`config.mk`:
```
export PLATFORM = sky130hd
export DESIGN_NAME = flash_status_unit
export DESIGN_NICKNAME = d
export VERILOG_FILES = /design/src/rtl/flashsr_pkg.sv /design/src/rtl/protect_check.sv /design/src/rtl/busy_timer.sv /design/src/rtl/sr_serializer.sv /design/src/rtl/flash_status_unit.sv
export SDC_FILE = /design/constraint.sdc
export NUM_CORES = 1
export LEC_CHECK = 0
export BUFFER_PORTS_ARGS = -buffer_cell sky130_fd_sc_hd__buf_2
export CAP_MARGIN = 25
export CELL_PAD_IN_SITES_DETAIL_PLACEMENT = 0
export CELL_PAD_IN_SITES_GLOBAL_PLACEMENT = 2
export CORE_UTILIZATION = 30
export CTS_CLUSTER_SIZE = 10
export DETAILED_ROUTE_END_ITERATION = 12
export PLACE_DENSITY = 0.79
export REMOVE_ABC_BUFFERS = 1
export SETUP_SLACK_MARGIN = 0.1
export SLEW_MARGIN = 10
export SYNTH_ARGS = -nofsm -noshare
export SYNTH_HDL_FRONTEND = slang
export SYNTH_SLANG_ARGS = --single-unit
```
`constraint.sdc`:
```
create_clock -name clk_i -period 2.8 [get_ports clk_i]
set_input_delay 0.56 -clock clk_i [delete_from_list [all_inputs] [get_ports clk_i]]
set_output_delay 0.56 -clock clk_i [all_outputs]
set_load 0.02 [all_outputs]
```
`src/rtl/flashsr_pkg.sv`:
```
package flashsr_pkg;

    typedef enum logic [1:0] {
        OP_SSE = 2'd0,
        OP_SE  = 2'd1,
        OP_CE  = 2'd2,
        OP_PP  = 2'd3
    } op_kind_e;

    typedef struct packed {
        logic       lock;
        logic [2:0] rsvd;
        logic [1:0] level;
        logic       wen;
        logic       busy;
    } status_t;

    typedef struct packed {
        logic       valid;
        logic [1:0] level;
        logic       lock;
    } sr_pending_t;

    // lowest protected address for a protect level in an array of 2**aw bytes
    function automatic logic [31:0] prot_floor(input int aw, input logic [1:0] lvl);
        logic [31:0] f;
        case (lvl)
            2'd1:    f = 32'd3 << (aw - 2);
            2'd2:    f = 32'd1 << (aw - 1);
            2'd3:    f = 32'd0;
            default: f = 32'd1 << aw;
        endcase
        return f;
    endfunction

endpackage

```
`src/rtl/protect_check.sv`:
```
module protect_check
    import flashsr_pkg::*;
#(
    parameter int ADDR_W  = 17,
    parameter int SMALL_W = 12,
    parameter int SEC_W   = 15,
    parameter int PAGE_W  = 8
) (
    input  logic [1:0]        level_i,
    input  op_kind_e          kind_i,
    input  logic [ADDR_W-1:0] addr_i,
    output logic              allowed_o
);
    localparam logic [ADDR_W-1:0] SMALL_MASK = ADDR_W'((1 << SMALL_W) - 1);
    localparam logic [ADDR_W-1:0] SEC_MASK   = ADDR_W'((1 << SEC_W) - 1);
    localparam logic [ADDR_W-1:0] PAGE_MASK  = ADDR_W'((1 << PAGE_W) - 1);

    logic [ADDR_W-1:0] span_mask;
    logic [ADDR_W:0]   top_addr;
    logic [ADDR_W:0]   floor_addr;

    always_comb begin
        case (kind_i)
            OP_SSE:  span_mask = SMALL_MASK;
            OP_SE:   span_mask = SEC_MASK;
            OP_PP:   span_mask = PAGE_MASK;
            default: span_mask = '1;
        endcase
        top_addr   = {1'b0, addr_i | span_mask};
        floor_addr = (ADDR_W+1)'(prot_floor(ADDR_W, level_i));
        if (level_i == 2'd0)
            allowed_o = 1'b1;
        else if (kind_i == OP_CE)
            allowed_o = 1'b0;
        else
            allowed_o = top_addr < floor_addr;
    end
endmodule

```
`src/rtl/busy_timer.sv`:
```
module busy_timer #(
    parameter int CNT_W = 16
) (
    input  logic             clk_i,
    input  logic             rst_i,
    input  logic             load_i,
    input  logic [CNT_W-1:0] load_val_i,
    output logic             busy_o,
    output logic             done_o
);
    logic [CNT_W-1:0] cnt_q;
    logic             busy_q;

    assign busy_o = busy_q;
    assign done_o = busy_q && (cnt_q == CNT_W'(1));

    always_ff @(posedge clk_i) begin
        if (rst_i) begin
            busy_q <= 1'b0;
            cnt_q  <= '0;
        end else if (load_i) begin
            busy_q <= 1'b1;
            cnt_q  <= load_val_i;
        end else if (busy_q) begin
            if (done_o) busy_q <= 1'b0;
            cnt_q <= cnt_q - CNT_W'(1);
        end
    end

    a_r9_load_when_idle: assert property (@(posedge clk_i) disable iff (rst_i)
        load_i |-> !busy_q);
    a_r9_load_nonzero: assert property (@(posedge clk_i) disable iff (rst_i)
        load_i |-> (load_val_i != '0));
    a_r9_busy_after_load: assert property (@(posedge clk_i) disable iff (rst_i)
        load_i |=> busy_q);
endmodule

```
`src/rtl/sr_serializer.sv`:
```
module sr_serializer #(
    parameter int BYTE_W = 8
) (
    input  logic              clk_i,
    input  logic              rst_i,
    input  logic              start_i,
    input  logic              next_i,
    input  logic [BYTE_W-1:0] byte_i,
    output logic              bit_o
);
    localparam int POS_W = $clog2(BYTE_W);
    localparam logic [POS_W-1:0] TOP_POS = POS_W'(BYTE_W - 1);

    logic [POS_W-1:0] pos_q;

    always_ff @(posedge clk_i) begin
        if (rst_i || start_i)
            pos_q <= TOP_POS;
        else if (next_i)
            pos_q <= (pos_q == '0) ? TOP_POS : pos_q - POS_W'(1);
    end

    assign bit_o = byte_i[pos_q];

    a_r11_wrap: assert property (@(posedge clk_i) disable iff (rst_i)
        (next_i && !start_i && pos_q == '0) |=> (pos_q == TOP_POS));
    a_r11_restart: assert property (@(posedge clk_i) disable iff (rst_i)
        start_i |=> (pos_q == TOP_POS));
endmodule

```
`src/rtl/flash_status_unit.sv`:
```
module flash_status_unit
    import flashsr_pkg::*;
#(
    parameter int ADDR_W  = 17,
    parameter int SMALL_W = 12,
    parameter int SEC_W   = 15,
    parameter int PAGE_W  = 8,
    parameter int CNT_W   = 16,
    parameter int T_SSE   = 6,
    parameter int T_SE    = 8,
    parameter int T_CE    = 12,
    parameter int T_PP    = 4,
    parameter int T_SRW   = 3
) (
    input  logic              clk_i,
    input  logic              rst_i,
    input  logic              wen_set_i,
    input  logic              wen_clr_i,
    input  logic              sr_wr_req_i,
    input  logic [7:0]        sr_wr_data_i,
    input  logic              wp_pin_i,
    input  logic              op_req_i,
    input  logic [1:0]        op_kind_i,
    input  logic [ADDR_W-1:0] op_addr_i,
    input  logic              rd_start_i,
    input  logic              rd_next_i,
    output logic [7:0]        status_o,
    output logic              grant_o,
    output logic              deny_o,
    output logic              sr_bit_o
);
    logic        wen_q;
    logic [1:0]  level_q;
    logic        lock_q;
    sr_pending_t pend_q;
    logic        grant_q, deny_q;

    logic        busy, tmr_done;
    logic        range_ok;
    logic        any_req, op_ok, sr_ok, accept;
    logic        sr_take;
    logic [CNT_W-1:0] load_val;
    op_kind_e    kind;
    status_t     st;

    logic unused_data_bits;
    assign unused_data_bits = ^{sr_wr_data_i[6:4], sr_wr_data_i[1:0]};

    assign kind = op_kind_e'(op_kind_i);

    protect_check #(
        .ADDR_W (ADDR_W),
        .SMALL_W(SMALL_W),
        .SEC_W  (SEC_W),
        .PAGE_W (PAGE_W)
    ) u_prot (
        .level_i  (level_q),
        .kind_i   (kind),
        .addr_i   (op_addr_i),
        .allowed_o(range_ok)
    );

    always_comb begin
        any_req = op_req_i || sr_wr_req_i;
        op_ok   = !busy && wen_q && range_ok;
        sr_ok   = !busy && wen_q && !(lock_q && !wp_pin_i);
        accept  = op_req_i ? op_ok : (sr_wr_req_i && sr_ok);
        sr_take = sr_wr_req_i && !op_req_i && sr_ok;
        if (op_req_i) begin
            case (kind)
                OP_SSE:  load_val = CNT_W'(T_SSE);
                OP_SE:   load_val = CNT_W'(T_SE);
                OP_CE:   load_val = CNT_W'(T_CE);
                default: load_val = CNT_W'(T_PP);
            endcase
        end else begin
            load_val = CNT_W'(T_SRW);
        end
    end

    busy_timer #(.CNT_W(CNT_W)) u_timer (
        .clk_i     (clk_i),
        .rst_i     (rst_i),
        .load_i    (any_req && accept),
        .load_val_i(load_val),
        .busy_o    (busy),
        .done_o    (tmr_done)
    );

    always_ff @(posedge clk_i) begin
        if (rst_i) begin
            wen_q   <= 1'b0;
            level_q <= 2'b00;
            lock_q  <= 1'b0;
            pend_q  <= '0;
            grant_q <= 1'b0;
            deny_q  <= 1'b0;
        end else begin
            grant_q <= any_req && accept;
            deny_q  <= any_req && !accept;
            if (tmr_done) begin
                wen_q <= 1'b0;
                if (pend_q.valid) begin
                    level_q <= pend_q.level;
                    lock_q  <= pend_q.lock;
                    pend_q  <= '0;
                end
            end else if (!busy) begin
                if (wen_clr_i)      wen_q <= 1'b0;
                else if (wen_set_i) wen_q <= 1'b1;
            end
            if (sr_take) begin
                pend_q.valid <= 1'b1;
                pend_q.level <= sr_wr_data_i[3:2];
                pend_q.lock  <= sr_wr_data_i[7];
            end
        end
    end

    always_comb begin
        st.lock  = lock_q;
        st.rsvd  = 3'b000;
        st.level = level_q;
        st.wen   = wen_q;
        st.busy  = busy;
    end

    assign status_o = st;
    assign grant_o  = grant_q;
    assign deny_o   = deny_q;

    sr_serializer #(.BYTE_W(8)) u_ser (
        .clk_i  (clk_i),
        .rst_i  (rst_i),
        .start_i(rd_start_i),
        .next_i (rd_next_i),
        .byte_i (status_o),
        .bit_o  (sr_bit_o)
    );

    a_r1_reserved_zero: assert property (@(posedge clk_i) disable iff (rst_i)
        status_o[6:4] == 3'b000);
    a_r12_single_answer: assert property (@(posedge clk_i) disable iff (rst_i)
        $onehot0({grant_o, deny_o}));
    a_r12_every_req_answered: assert property (@(posedge clk_i) disable iff (rst_i)
        (op_req_i || sr_wr_req_i) |=> (grant_o || deny_o));
    a_r9_grant_shows_busy: assert property (@(posedge clk_i) disable iff (rst_i)
        grant_o |-> status_o[0]);
    a_r3_busy_refused: assert property (@(posedge clk_i) disable iff (rst_i)
        ((op_req_i || sr_wr_req_i) && status_o[0]) |=> deny_o);
    a_r3_no_wen_refused: assert property (@(posedge clk_i) disable iff (rst_i)
        ((op_req_i || sr_wr_req_i) && !status_o[1]) |=> deny_o);
    a_r6_chip_erase_level: assert property (@(posedge clk_i) disable iff (rst_i)
        (op_req_i && op_kind_i == 2'd2 && status_o[3:2] != 2'b00) |=> !grant_o);
    a_r8_lock_holds: assert property (@(posedge clk_i) disable iff (rst_i)
        (sr_wr_req_i && !op_req_i && status_o[7] && !wp_pin_i) |=> deny_o);
    a_r10_wen_fall_cause: assert property (@(posedge clk_i) disable iff (rst_i)
        $fell(status_o[1]) |-> $past(wen_clr_i || tmr_done));
    a_r7_level_changes_at_end: assert property (@(posedge clk_i) disable iff (rst_i)
        !$stable({status_o[7], status_o[3:2]}) |-> $past(tmr_done));
endmodule

```
# --- Word-level counts from Yosys, hierarchy flattened ---
# Index checks and enable logic that the tools add are counted.
# Widths: inputs -> output; s select.
op_classes:
  add_sub_neg: 2
  order_cmp: 2
  n_eq_ne: 7
  muxes: 20
  n_bitwise: 2
  reduce_logical: 28
op_table:
  columns: ["cell", "count"]
  rows:
  - ["$pmux 18 s3", 1]
  - ["$pmux 17 s3", 1]
  - ["$mux 16", 3]
  - ["$lt 17x18->1", 1]
  - ["$or 17x17->17", 1]
  - ["$eq 16x1->1 const B", 1]
  - ["$sub 16x1->16 const B", 1]
  - ["$pmux 4 s3", 1]
  - ["$logic_and 1x1->1", 10]
  - ["$mux 1", 9]
  - ["$eq 2x2->1 const B", 4]
  - ["$mux 4", 2]
  - ["$reduce_bool 2->1", 4]
  - ["$mux 3", 2]
  - ["$reduce_and 2->1", 3]
  - ["$logic_not 1->1", 5]
  - ["$eq 2x1->1 const B", 2]
  - ["$logic_not 2->1", 2]
  - ["$lt 3x4->1 const B", 1]
  - ["$bmux 1 s3", 1]
  - ["$logic_not 3->1", 1]
  - ["$sub 3x1->3 const B", 1]
  - ["$logic_or 1x1->1", 2]
  - ["$reduce_or 2->1", 1]
  - ["$not 1->1", 1]
word_totals:
  register_bits: 30
  wordCells: 72

# --- Logic depth before layout (Yosys ltp) ---
logic_depth:
  ltp_word: 10
  mapped_depth: 9

# --- Modules after synthesis ---
# A second synthesis with hierarchy kept.
unflattened:
  cells_unflattened: 207
  area_unflattened_um2: 1774.2
by_module_without_submodules:
  columns: ["module", "n_inst", "cells_per_inst", "area_each_um2", "seq_area_each_um2"]
  rows:
  - ["busy_timer", 1, 109, 915.9, 340.3]
  - ["flash_status_unit", 1, 60, 528.0, 200.2]
  - ["sr_serializer", 1, 25, 215.2, 60.1]
  - ["protect_check", 1, 13, 115.1, 0.0]

# --- Worst setup path after synthesis ---
# OpenSTA, ideal clock, no wires.
synth_path:
  kind: "input port to flip-flop"
  start: "input op_kind_i[0]"
  end: "register deny_q, in the netlist deny_o"
  arrival_time_ns: 2.426
  required_time_ns: 2.683
  setup_slack_ns: 0.257
  stages: 9
  cell_sequence: "inv_1 ha_1 or2_2 ha_1 nor2b_1 a221o_1 o2111ai_1 buf_2 nor2_1"
synth_via:
  elab_chain_len: 10
synth_rtl:
  columns: ["element", "line_no", "text"]
  rows:
  - ["start, declared", "flash_status_unit.sv:23", "input logic [1:0] op_kind_i,"]
  - ["$eq 2x2->1, or another cell as far along", "protect_check.sv:23", "case (kind_i)"]
  - ["$pmux 17 s3", "protect_check.sv:23", null]
  - ["$or 17x17->17", "protect_check.sv:29", "top_addr = {1'b0, addr_i | span_mask};"]
  - ["$lt 17x18->1", "protect_check.sv:36", "allowed_o = top_addr < floor_addr;"]
  - ["$mux 1 *", "protect_check.sv:33", "else if (kind_i == OP_CE)"]
  - ["$mux 1 *", "protect_check.sv:31", "if (level_i == 2'd0)"]
  - ["$logic_and 1x1->1 *", "flash_status_unit.sv:65", "op_ok = !busy && wen_q && range_ok;"]
  - ["$mux 1 *", "flash_status_unit.sv:67", "accept = op_req_i ? op_ok : (sr_wr_req_i && sr_ok);"]
  - ["$logic_not 1->1 *", "flash_status_unit.sv:100", "deny_q <= any_req && !accept;"]
  - ["$logic_and 1x1->1 *", "flash_status_unit.sv:100", null]
  - ["end signal, assigned", "flash_status_unit.sv:100", null]
  - ["end, declared", "flash_status_unit.sv:36", "logic grant_q, deny_q;"]
# Every way passes the cells marked *; elsewhere a longest branch is shown, timed or not.
# A chain may end at the register's enable or synchronous reset.

# --- Worst setup path after layout ---
layout_path:
  start: "input op_kind_i[0]"
  end: "register u_timer.cnt_q[9]"
layout_via:
  elab_chain_len: 10
layout_rtl:
  columns: ["element", "line_no", "text"]
  rows:
  - ["$eq 2x2->1, or another cell as far along", "protect_check.sv:23", null]
  - ["$pmux 17 s3", "protect_check.sv:23", null]
  - ["$or 17x17->17", "protect_check.sv:29", null]
  - ["$lt 17x18->1", "protect_check.sv:36", null]
  - ["$mux 1 *", "protect_check.sv:33", null]
  - ["$mux 1 *", "protect_check.sv:31", null]
  - ["$logic_and 1x1->1 *", "flash_status_unit.sv:65", null]
  - ["$mux 1 *", "flash_status_unit.sv:67", null]
  - ["$logic_and 1x1->1 *", "flash_status_unit.sv:84", ".load_i (any_req && accept),"]
  - ["$mux 16 / $reduce_bool 2->1 (equally long branches)", null, null]
  - ["end signal, assigned", "busy_timer.sv:23", "cnt_q <= load_val_i;"]
  - ["end signal, assigned", "busy_timer.sv:26", "cnt_q <= cnt_q - CNT_W'(1);"]
  - ["end, declared", "busy_timer.sv:11", "logic [CNT_W-1:0] cnt_q;"]
# Marked as above.

==> out/results.txt <==
Endpoint of the worst register-to-register path: u_timer.cnt_q[9]
WP depth: 10
Max frequency: 418.8 MHz
Die Outline Area: 0.005917 mm2
CP startpoint: op_kind_i[0]
Number of setup buffers added after CTS: 0
Power after layout: 1.011 mW
CTS hold repair buffers: 0
Setup repair after global routing missed its margin: no
Area after DPL: 0.001848 mm2
Antenna Cells: 0
Data arrival time of the critical path: 2.55 ns
Final Cell Area: 0.001931 mm2
Mapped Avg Cell Area: 8.726 um2
Initial DRC Count: 42
Die span in y: 76.93 um
Post-synthesis cell count: 193
Fraction of the cycle the final worst path needs: 0.8528
GP Congestion: 0.7066
Largest fanout on the critical path: 13
Root cell of the clock tree: sky130_fd_sc_hd__clkbuf_8
Placeable core area: 0.005270 mm2
Pins Over Slew Limit: 0
Post-detailed-route via-to-cell ratio: 4.902
Clock Skews: 0.005168 ns
Cell leakage power: 0.7925 nW
Pin slew with the least headroom to its limit: 0.7372 ns
Maximum count of clock buffers along a single path: 2
Number of warnings printed during yosys synthesis: 0
CTS Buf Count: 5
Via count: 1,402
GRT overflow: 0
Half-perimeter wire length after detailed placement: 2560 um
Worst supply voltage drop on vdd: 0.0002467 V
Number of antenna violations at the first check in global routing: 0
# setup viols final: 0
Worst-path cell chain: buf_2, inv_1, ha_1, or2_2, ha_1, nor2b_1, a221o_1, o2111ai_1, buf_4, nor2_1
Endpoint of the most critical setup path: u_timer.cnt_q[9]
Total track usage: 0.1309
Number of synthesized flops with an enable pin: 0
DRC: 0
Combined buffer and inverter count along the critical path: 3
Status: finished, final reports clean
Number of gates given a new drive strength after cts: 0
Post-synthesis async set-or-reset flop share: 0
Source-to-sink clock delay at the later pin of the worst-skew pair: 0.27 ns
Hold Crit Class: reg2reg
Clock-pin slew reported for the worst setup and hold paths after clock tree synthesis: 0.06 ns
First-pass GRT wire length: 6265 um
Final hold slack: 0.4896 ns
Element type at the critical path start: input port
Kind of critical path: in2reg
Final-report hold violation count: 0
Largest net degree at the start of global routing: 17
Die span in x: 76.93 um
Slowest Stage Delay on Critical Path: 0.37 ns
Critical path endpoint category: register
Max cap viols: 0
Cell at the slowest stage of the critical path: sky130_fd_sc_hd__a221o_1
Routed WL: 3498 um
Number of global-route vias before repair: 1,317
TritonCTS clock tree: built
Cell occurring most often along the worst timing path: sky130_fd_sc_hd__ha_1
Dominant register cell in the synthesized netlist: sky130_fd_sc_hd__dfxtp_1
Sink count of the clock tree: 30
Count of cells along the worst register-to-register path: 9
Worst slew margin relative to its limit: 0.5072
Wire length per cell after detailed routing: 12.23 um
Mapped Area: 0.001684 mm2
Register bit total from synthesis: 30
Post-synthesis to final-layout area growth: 14.64%
CTS H-tree lvls: 2
Port Buffer Count: 23
DRT Pass-1 Iters: 4
Minimum clock period: 2.388 ns
Starting utilization of the core area: 0.3196
Slack of the worst reg-to-reg path: 0.56 ns
Count of boundary I/O pins: 47
Category of cells accounting for the largest share of critical-path delay: compound AO/OA/AOI/OAI gates
Share of final-layout standard cells stronger than drive strength 1: 0.1852
Nets@finish: 264
Launch point of the worst reg-to-reg path: level_q[0]
Distinct cells, synth: 47
Power per standard cell area: 523.7 mW/mm2
Final setup TNS: 0 ns
Filler Cells Inserted: 566
Site row count: 26
Post-route ant nets: 0
Proportion of synthesized chip area in sequential cells: 0.3566
Critical Path RT: 2.97 ns
-- cells by family (layout without fill, tap and decap cells) --
kind of cell             count (synthesis)  count (layout)  share of synthesized area
AO/OA/AOI/OAI                           39              39                     0.1493
AND/OR/NAND/NOR                         70              70                     0.2489
XOR/XNOR                                13              13                    0.06761
flip-flops                              30              30                     0.3566
other                                    1               3                   0.002227
multiplexers                             2               2                    0.01932
adder cells (fa/ha/maj)                 11              11                    0.08172
buffers and inverters                   27              48                    0.07429
-- state kept, by name, summed over array words and instances, names as in the netlist --
name and flops:
u_ser.pos_q 3, u_timer.cnt_q 16, lock_q 1, level_q 2, u_timer.busy_o 1, deny_o 1, wen_q 1, grant_o 1
pend_q 4
-- tightest hold or removal path, cell delays in order, from the launching register on --
cell                      delay [ns]
sky130_fd_sc_hd__dfxtp_1        0.32
sky130_fd_sc_hd__o31ai_1        0.06
sky130_fd_sc_hd__a21oi_1        0.05
-- power breakdown --
group | switching (mW) | internal (mW)
Clock | 0.150 | 0.189
Combinational | 0.100 | 0.0842
Sequential | 0.0356 | 0.451
-- stage by stage --
step                      cells  setup slack (ns)  utilization
after floorplan             185           0.07264            -
after global routing        286            0.2686       0.3663
after global placement      280            0.1384       0.3507
after CTS                   286            0.4119       0.3663
after detailed placement    280            0.1244       0.3507
final                       286            0.4122       0.3663
-- how the worst min path moves through the flow --
| stage | to | slack [ns] | depth (start not counted) | startpoint |
|---|---|---|---|---|
| after global placement | u_timer.cnt_q[14] | 0.47 | 2 | u_timer.cnt_q[14] |
| after global routing | u_timer.cnt_q[14] | 0.50 | 2 | u_timer.cnt_q[14] |
| after CTS | u_timer.cnt_q[14] | 0.49 | 2 | u_timer.cnt_q[14] |
| final | u_timer.cnt_q[14] | 0.49 | 2 | u_timer.cnt_q[14] |
| after floorplan | level_q[1] | 0.45 | 2 | pend_q[2] |
| after detailed placement | u_timer.cnt_q[14] | 0.48 | 2 | u_timer.cnt_q[14] |
-- final cells by class --
class                      count  area (um2)  share of cell area
clock buffer                   6       82.58             0.04277
inverter                      17       63.81             0.03305
multi-input combinational    138       965.9              0.5003
sequential                    30       600.6              0.3111
tap                           70       87.58             0.04537
timing repair buffer          25       130.1             0.06740
-- per-layer routing --
| layer | global-route usage | share of wire |
|---|---|---|
| met1 | 0.1879 | 0.56 |
| met2 | 0.1875 | 0.39 |
| met3 | 0.03810 | 0.047 |
| met4 | 0.03462 | 0.0066 |
| met5 | 0 | 0 |
-- cells in the final DEF (no fill, tap or decap), types with 2 or more instances in the layout --
cell type and count:
sky130_fd_sc_hd__clkbuf_8 6, sky130_fd_sc_hd__dfxtp_1 30, sky130_fd_sc_hd__conb_1 3, sky130_fd_sc_hd__or4_1 2
sky130_fd_sc_hd__nor2b_1 3, sky130_fd_sc_hd__ha_1 11, sky130_fd_sc_hd__a21oi_1 11, sky130_fd_sc_hd__nand2_1 12
sky130_fd_sc_hd__nor4_4 2, sky130_fd_sc_hd__nor4bb_1 2, sky130_fd_sc_hd__o211ai_1 5, sky130_fd_sc_hd__nand3b_1 2
sky130_fd_sc_hd__nand2b_1 2, sky130_fd_sc_hd__nand3_1 5, sky130_fd_sc_hd__inv_1 17, sky130_fd_sc_hd__nor3_1 2
sky130_fd_sc_hd__buf_4 2, sky130_fd_sc_hd__buf_2 23, sky130_fd_sc_hd__xor2_1 7, sky130_fd_sc_hd__o21ai_0 10
sky130_fd_sc_hd__nor2_1 20, sky130_fd_sc_hd__xnor2_1 6, sky130_fd_sc_hd__nand4_1 9
-- synthesized netlist by cell type (2+ instances only) --
| master | n | area (um2) |
|---|---|---|
| sky130_fd_sc_hd__a21oi_1 | 11 | 55.05 |
| sky130_fd_sc_hd__buf_4 | 6 | 45.04 |
| sky130_fd_sc_hd__clkbuf_1 | 3 | 11.26 |
| sky130_fd_sc_hd__dfxtp_1 | 30 | 600.6 |
| sky130_fd_sc_hd__ha_1 | 11 | 137.6 |
| sky130_fd_sc_hd__inv_1 | 17 | 63.81 |
| sky130_fd_sc_hd__nand2_1 | 12 | 45.04 |
| sky130_fd_sc_hd__nand2b_1 | 2 | 12.51 |
| sky130_fd_sc_hd__nand3_1 | 5 | 25.02 |
| sky130_fd_sc_hd__nand3b_1 | 2 | 15.01 |
| sky130_fd_sc_hd__nand4_1 | 9 | 56.30 |
| sky130_fd_sc_hd__nor2_1 | 20 | 75.07 |
| sky130_fd_sc_hd__nor2b_1 | 3 | 18.77 |
| sky130_fd_sc_hd__nor3_1 | 2 | 10.01 |
| sky130_fd_sc_hd__nor4_4 | 2 | 42.54 |
| sky130_fd_sc_hd__nor4bb_1 | 2 | 20.02 |
| sky130_fd_sc_hd__o211ai_1 | 5 | 37.54 |
| sky130_fd_sc_hd__o21ai_0 | 10 | 50.05 |
| sky130_fd_sc_hd__or4_1 | 2 | 15.01 |
| sky130_fd_sc_hd__xnor2_1 | 6 | 52.55 |
| sky130_fd_sc_hd__xor2_1 | 7 | 61.31 |
Note: power is estimated with default switching activity, not from simulation.
